## config.mk

```make
export PLATFORM = sky130hd
export DESIGN_NAME = cfg_unlock_ctrl
export DESIGN_NICKNAME = d
export VERILOG_FILES = /design/src/rtl/cfg_unlock_ctrl.sv
export SDC_FILE = /design/constraint.sdc
export NUM_CORES = 1
export LEC_CHECK = 0
export BUFFER_PORTS_ARGS = -buffer_cell sky130_fd_sc_hd__buf_4
export CAP_MARGIN = 20
export CELL_PAD_IN_SITES_DETAIL_PLACEMENT = 1
export CELL_PAD_IN_SITES_GLOBAL_PLACEMENT = 2
export CORE_UTILIZATION = 43
export DETAILED_ROUTE_END_ITERATION = 16
export PLACE_DENSITY = 0.9
export SYNTH_ARGS = -nofsm -noshare
export SYNTH_HDL_FRONTEND = slang
export SYNTH_SLANG_ARGS = --single-unit
```

## constraint.sdc

```tcl
create_clock -name clk -period 3 [get_ports clk]
set_input_delay 0.6 -clock clk [delete_from_list [all_inputs] [get_ports clk]]
set_output_delay 0.6 -clock clk [all_outputs]
set_load 0.1 [all_outputs]
```

## src/rtl/cfg_unlock_ctrl.sv

```systemverilog
module cfg_unlock_ctrl #(
  parameter logic [15:0] BASE_ADDR    = 16'h002E,
  parameter logic [15:0] CHIP_ID      = 16'h8716,
  parameter int          NUM_LDN      = 8,
  parameter int          FLASH_LDN    = 7,
  parameter logic [15:0] FLASH_IO_RST = 16'h0820
) (
  input  logic        clk,
  input  logic        rst,
  input  logic [15:0] io_addr,
  input  logic [7:0]  io_wdata,
  input  logic        io_wr,
  input  logic        io_rd,
  output logic [7:0]  io_rdata,
  output logic        cfg_open,
  output logic [2:0]  flash_seg_en,
  output logic        flash_wr_en,
  output logic        flash_cs_sel
);
  localparam int         LDN_W   = (NUM_LDN > 1) ? $clog2(NUM_LDN) : 1;
  localparam logic [7:0] KEY_END = (BASE_ADDR == 16'h004E) ? 8'hAA : 8'h55;
  localparam logic [15:0] DATA_ADDR = BASE_ADDR + 16'd1;

  logic [1:0]       kstep;
  logic             open_q;
  logic [7:0]       idx_q;
  logic [LDN_W-1:0] ldn_q;
  logic [4:0]       fdec_q;
  logic [7:0]       base_hi [NUM_LDN];
  logic [7:0]       base_lo [NUM_LDN];
  logic [7:0]       key_exp;
  logic [7:0]       reg_rd;

  wire idx_hit = (io_addr == BASE_ADDR);
  wire dat_hit = (io_addr == DATA_ADDR);
  wire key_wr  = io_wr && idx_hit && !open_q;
  wire cfg_wr  = io_wr && dat_hit && open_q;
  wire ldn_ok  = (32'(ldn_q) < NUM_LDN);

  always_comb begin
    case (kstep)
      2'd0:    key_exp = 8'h87;
      2'd1:    key_exp = 8'h01;
      2'd2:    key_exp = 8'h55;
      default: key_exp = KEY_END;
    endcase
  end

  always_ff @(posedge clk) begin
    if (rst) begin
      kstep  <= 2'd0;
      open_q <= 1'b0;
      idx_q  <= 8'h00;
      ldn_q  <= '0;
      fdec_q <= 5'd0;
      for (int i = 0; i < NUM_LDN; i++) begin
        base_hi[i] <= (i == FLASH_LDN) ? FLASH_IO_RST[15:8] : 8'h00;
        base_lo[i] <= (i == FLASH_LDN) ? FLASH_IO_RST[7:0]  : 8'h00;
      end
    end else begin
      if (key_wr) begin
        if (io_wdata == key_exp) begin
          if (kstep == 2'd3) begin
            open_q <= 1'b1;
            kstep  <= 2'd0;
          end else begin
            kstep <= kstep + 2'd1;
          end
        end else begin
          kstep <= (io_wdata == 8'h87) ? 2'd1 : 2'd0;
        end
      end
      if (io_wr && idx_hit && open_q)
        idx_q <= io_wdata;
      if (cfg_wr) begin
        case (idx_q)
          8'h02: if (io_wdata == 8'h02) begin
                   open_q <= 1'b0;
                   idx_q  <= 8'h00;
                 end
          8'h07: ldn_q  <= io_wdata[LDN_W-1:0];
          8'h24: fdec_q <= io_wdata[5:1];
          8'h64: if (ldn_ok) base_hi[ldn_q] <= io_wdata;
          8'h65: if (ldn_ok) base_lo[ldn_q] <= io_wdata;
          default: ;
        endcase
      end
    end
  end

  always_comb begin
    case (idx_q)
      8'h07:   reg_rd = 8'(ldn_q);
      8'h20:   reg_rd = CHIP_ID[15:8];
      8'h21:   reg_rd = CHIP_ID[7:0];
      8'h24:   reg_rd = {2'b00, fdec_q, 1'b0};
      8'h64:   reg_rd = ldn_ok ? base_hi[ldn_q] : 8'h00;
      8'h65:   reg_rd = ldn_ok ? base_lo[ldn_q] : 8'h00;
      default: reg_rd = 8'h00;
    endcase
  end

  assign io_rdata = !io_rd                   ? 8'h00 :
                    !(idx_hit || dat_hit)    ? 8'h00 :
                    !open_q                  ? 8'hFF :
                    idx_hit                  ? idx_q : reg_rd;

  assign cfg_open     = open_q;
  assign flash_seg_en = fdec_q[2:0];
  assign flash_wr_en  = fdec_q[3];
  assign flash_cs_sel = fdec_q[4];
endmodule

```

==> impl_metrics.json <==
{
  "rrSetupSlack_ps": 660,
  "crit_fanout": 5,
  "required_ps": 2400,
  "max-cap-violations": 0,
  "synth_compound_area_share_pct": 3.52,
  "r2r_start": "idx_q[4]$_SDFF_PP0_",
  "synthArstFlopShare_pct": 0,
  "finalInstanceArea_um2": 9220,
  "gp_congestion": 0.850,
  "synth_area_um2": 7400,
  "timing.rr.end": "base_hi[3][2]$_SDFFCE_PN0P_",
  "area_delta_synth_final_pct": 24.6,
  "synth_common_cells": "128 x edfxtp_1, 126 x and2_1, 43 x nor2_1",
  "syn_avg_cell_area_um2": 12.9,
  "cts_buffer_depth": 2,
  "synth_top_area_share_pct": 51.9,
  "grt_pass1_vias": 5508,
  "ant_nets": 0,
  "synth.area.top_cells": "edfxtp_1 52%, and2_1 11%, mux4_2 9.7%, dfxtp_1 6.0%, mux2i_1 3.2%",
  "synth_top_family_by_area": "simple AND/OR/NAND/NOR gates",
  "yosys.area.top_type": "edfxtp_1",
  "fin_crit_sh_pct": 102,
  "p_int_mw": 3.62,
  "clk_latency_ps": 430,
  "clkSlewWorstSetupHoldPaths_ps": 50,
  "viasPerCell": 5.83,
  "clock_skew_ps": 9.17,
  "yosysWarnings": 0,
  "numCtsBuffers": 17,
  "synth_mux_area_share_pct": 13.1,
  "status": "finished, violations left",
  "sw_frac_of_total_pct": 21.1,
  "critPathCaptureType": "primary output",
  "slowest_stage": "or4_4",
  "yosys.cell_count.top_type": "edfxtp_1",
  "clock-sinks": 150,
  "fmax_mhz": 326,
  "totalWireLength_um": 22000,
  "switchingPower_mw": 0.967,
  "pwr-share-clk_pct": 43.8,
  "setup_ws_ps": -64.0,
  "dieArea_um2": 17700,
  "path_cells": "buf_6, or4_4, or4_4, nand2_8, a211oi_4, a31oi_4, buf_12",
  "slew_headroom_pct": 61.0,
  "violations": "negative setup slack",
  "holdPathStages": 2,
  "num_vias": 5117,
  "antenna_cells": 0,
  "ir_drop_uv": 296,
  "reg2reg_depth": 6,
  "worst_slew_pin_slew_ps": 580,
  "wl_per_cell_um": 25.1,
  "synth_flop_cell": "edfxtp_1",
  "drt-initial-drc-count": 434,
  "initial_core_util_pct": 44.3,
  "syn_nets": 607,
  "p_seq_share_pct": 51.7,
  "cts_root_buffer": "clkbuf_16",
  "yosysSeqAreaShare_pct": 57.9,
  "post_synth_and_or_nand_nor_area_fraction_pct": 22.0,
  "cp_slowest_stage_delay_ps": 620,
  "die_h_um": 133,
  "hold_class": "reg2reg",
  "setup-violations-final": 8,
  "grt_start_max_net_pins": 29,
  "route.detailed.drc": 0,
  "groute.usage.overall_pct": 25.8,
  "finalSetupTns_ps": -243,
  "crit_arrival_ps": 2460,
  "min_delay_worst_endpoint": "kstep[1]$_SDFFE_PP0N_",
  "min_from": "kstep[1]$_SDFFE_PP0N_",
  "crit_top_cell": "or4_4",
  "io_buffers": 41,
  "core_area_um2": 16700,
  "antenna_found_initial": 0,
  "start_kind": "input port",
  "htree_levels": 4,
  "nNetsFinal": 680,
  "combPwrFrac_pct": 4.5,
  "overflow": 0,
  "final_util_pct": 55.2,
  "p_leak_nw": 3.27,
  "cts_tree": "built",
  "synth_edf_count": 128,
  "ys_types": 52,
  "ys_ff_latch": 150,
  "place_area_um2": 8270,
  "dp_slack_ps": -195,
  "criticalPathCategory": "in2out",
  "holdBufCountCts": 0,
  "synth-adder-area-share_pct": 0.845,
  "drt_pass1_iterations": 5,
  "detailedPlacementHpwl_um": 14200,
  "drive_gt1_share_pct": 33.6,
  "fin_crit_ps": 3060,
  "maxSlewViolCount": 0,
  "grt_pass1_wl_um": 33100,
  "synth-xor-area-share_pct": 0.118,
  "die_width_um": 133,
  "synth_cells": 574,
  "powerDensity_nw_per_um2": 498,
  "io_pins": 42,
  "rsz0062_at_grt": "yes",
  "finalHoldViolCount": 0,
  "rows": 47
}
final cells by class:
cell class                      count  area [µm²]
Clock inverter                     11         110
Timing Repair Buffer               92         876
Multi-Input combinational cell    377        3200
Sequential cell                   150        4290
Inverter                            9        33.8
Clock buffer                       19         433
Tap cell                          220         275
Fill cell                        1633        7480
logic make-up (layout without fill, tap and decap cells):
group,count (synthesis),count (layout)
AND/OR/NAND/NOR,274,274
flip-flops,150,150
multiplexers,57,57
buffers and inverters,47,131
AO/OA/AOI/OAI,40,40
adder cells (fa/ha/maj),5,5
XOR/XNOR,1,1
timing repair:
| item | in CTS | in global routing |
|---|---|---|
| resized for setup | 58 | 17 |
| cloned | 1 | 0 |
| setup endpoints to repair | 8 | 8 |
| buffers inserted | 3 | 7 |
| pin swaps | 7 | 9 |
| endpoints found under the hold margin | 0 | 0 |
sequential cells by signal, summed over array words and instances (netlist names), named ones only:
| signal | cells |
|---|---|
| kstep | 2 |
| fdec_q | 5 |
| base_hi | 64 |
| base_lo | 64 |
| ldn_q | 3 |
| idx_q | 8 |
| cfg_open | 1 |
worst max-delay path by stage:
stage	to	depth (start not counted)	startpoint	slack, ps
2_1_floorplan	io_rdata[3]	6	io_addr[0]	-200
5_1_grt	io_rdata[3]	7	io_addr[15]	-70
6_report	io_rdata[3]	7	io_addr[15]	-60
3_3_place_gp	io_rdata[4]	7	io_addr[0]	-100
3_5_place_dp	io_rdata[5]	7	io_addr[9]	-200
4_1_cts	io_rdata[4]	7	io_addr[14]	-40
cell usage in the layout, fill, tap and decap left out, types with 4 or more instances in the layout:
cell type	count
clkbuf_16	17
nor3_1	4
and2_1	126
o21ai_0	6
mux2i_2	4
and3_1	4
nor2_1	38
buf_4	75
nand2_1	22
nor2_2	4
nand4_1	6
mux4_2	32
inv_1	9
a31oi_4	5
buf_12	11
a21oi_1	5
o21ai_2	4
or2_2	16
mux2i_1	18
buf_6	4
dfxtp_1	19
nand3_1	11
ha_1	5
nor3_2	6
edfxtp_1	128
power by group through the flow:
stage	Combinational [mW]	Sequential [mW]	Clock [mW]
6_report	0.206	2.37	2.01
4_1_cts	0.199	2.37	2.03
3_3_place_gp	0.185	2.41	0
2_1_floorplan	0.104	2.40	0
5_1_grt	0.217	2.38	2.11
3_5_place_dp	0.192	2.42	0
stage by stage:
stage / std cells / total power, mW / hold WS [ps]
detailed placement: 837 / 2.61 / 497
finish: 878 / 4.59 / 502
global route: 878 / 4.70 / 538
CTS: 871 / 4.60 / 504
global placement: 837 / 2.59 / 477
floorplan: 574 / 2.50 / 462
per-layer routing:
layer  wire [µm]  vias up  share of wire (%)  GRT usage (%)
li1            -     2255                  -              -
met1        9110     2659                 41           31.1
met2       11400      155                 51           44.0
met3         860       48                3.9           4.45
met4         729        0                3.3           14.3
met5           0        -                  0              0
critical path: cells and delay by family:
family	cells	cell delay [ps]
AO/OA/AOI/OAI	2	260
buffers and inverters	2	290
AND/OR/NAND/NOR	3	1290
Note: power is estimated with default switching activity, not from simulation.
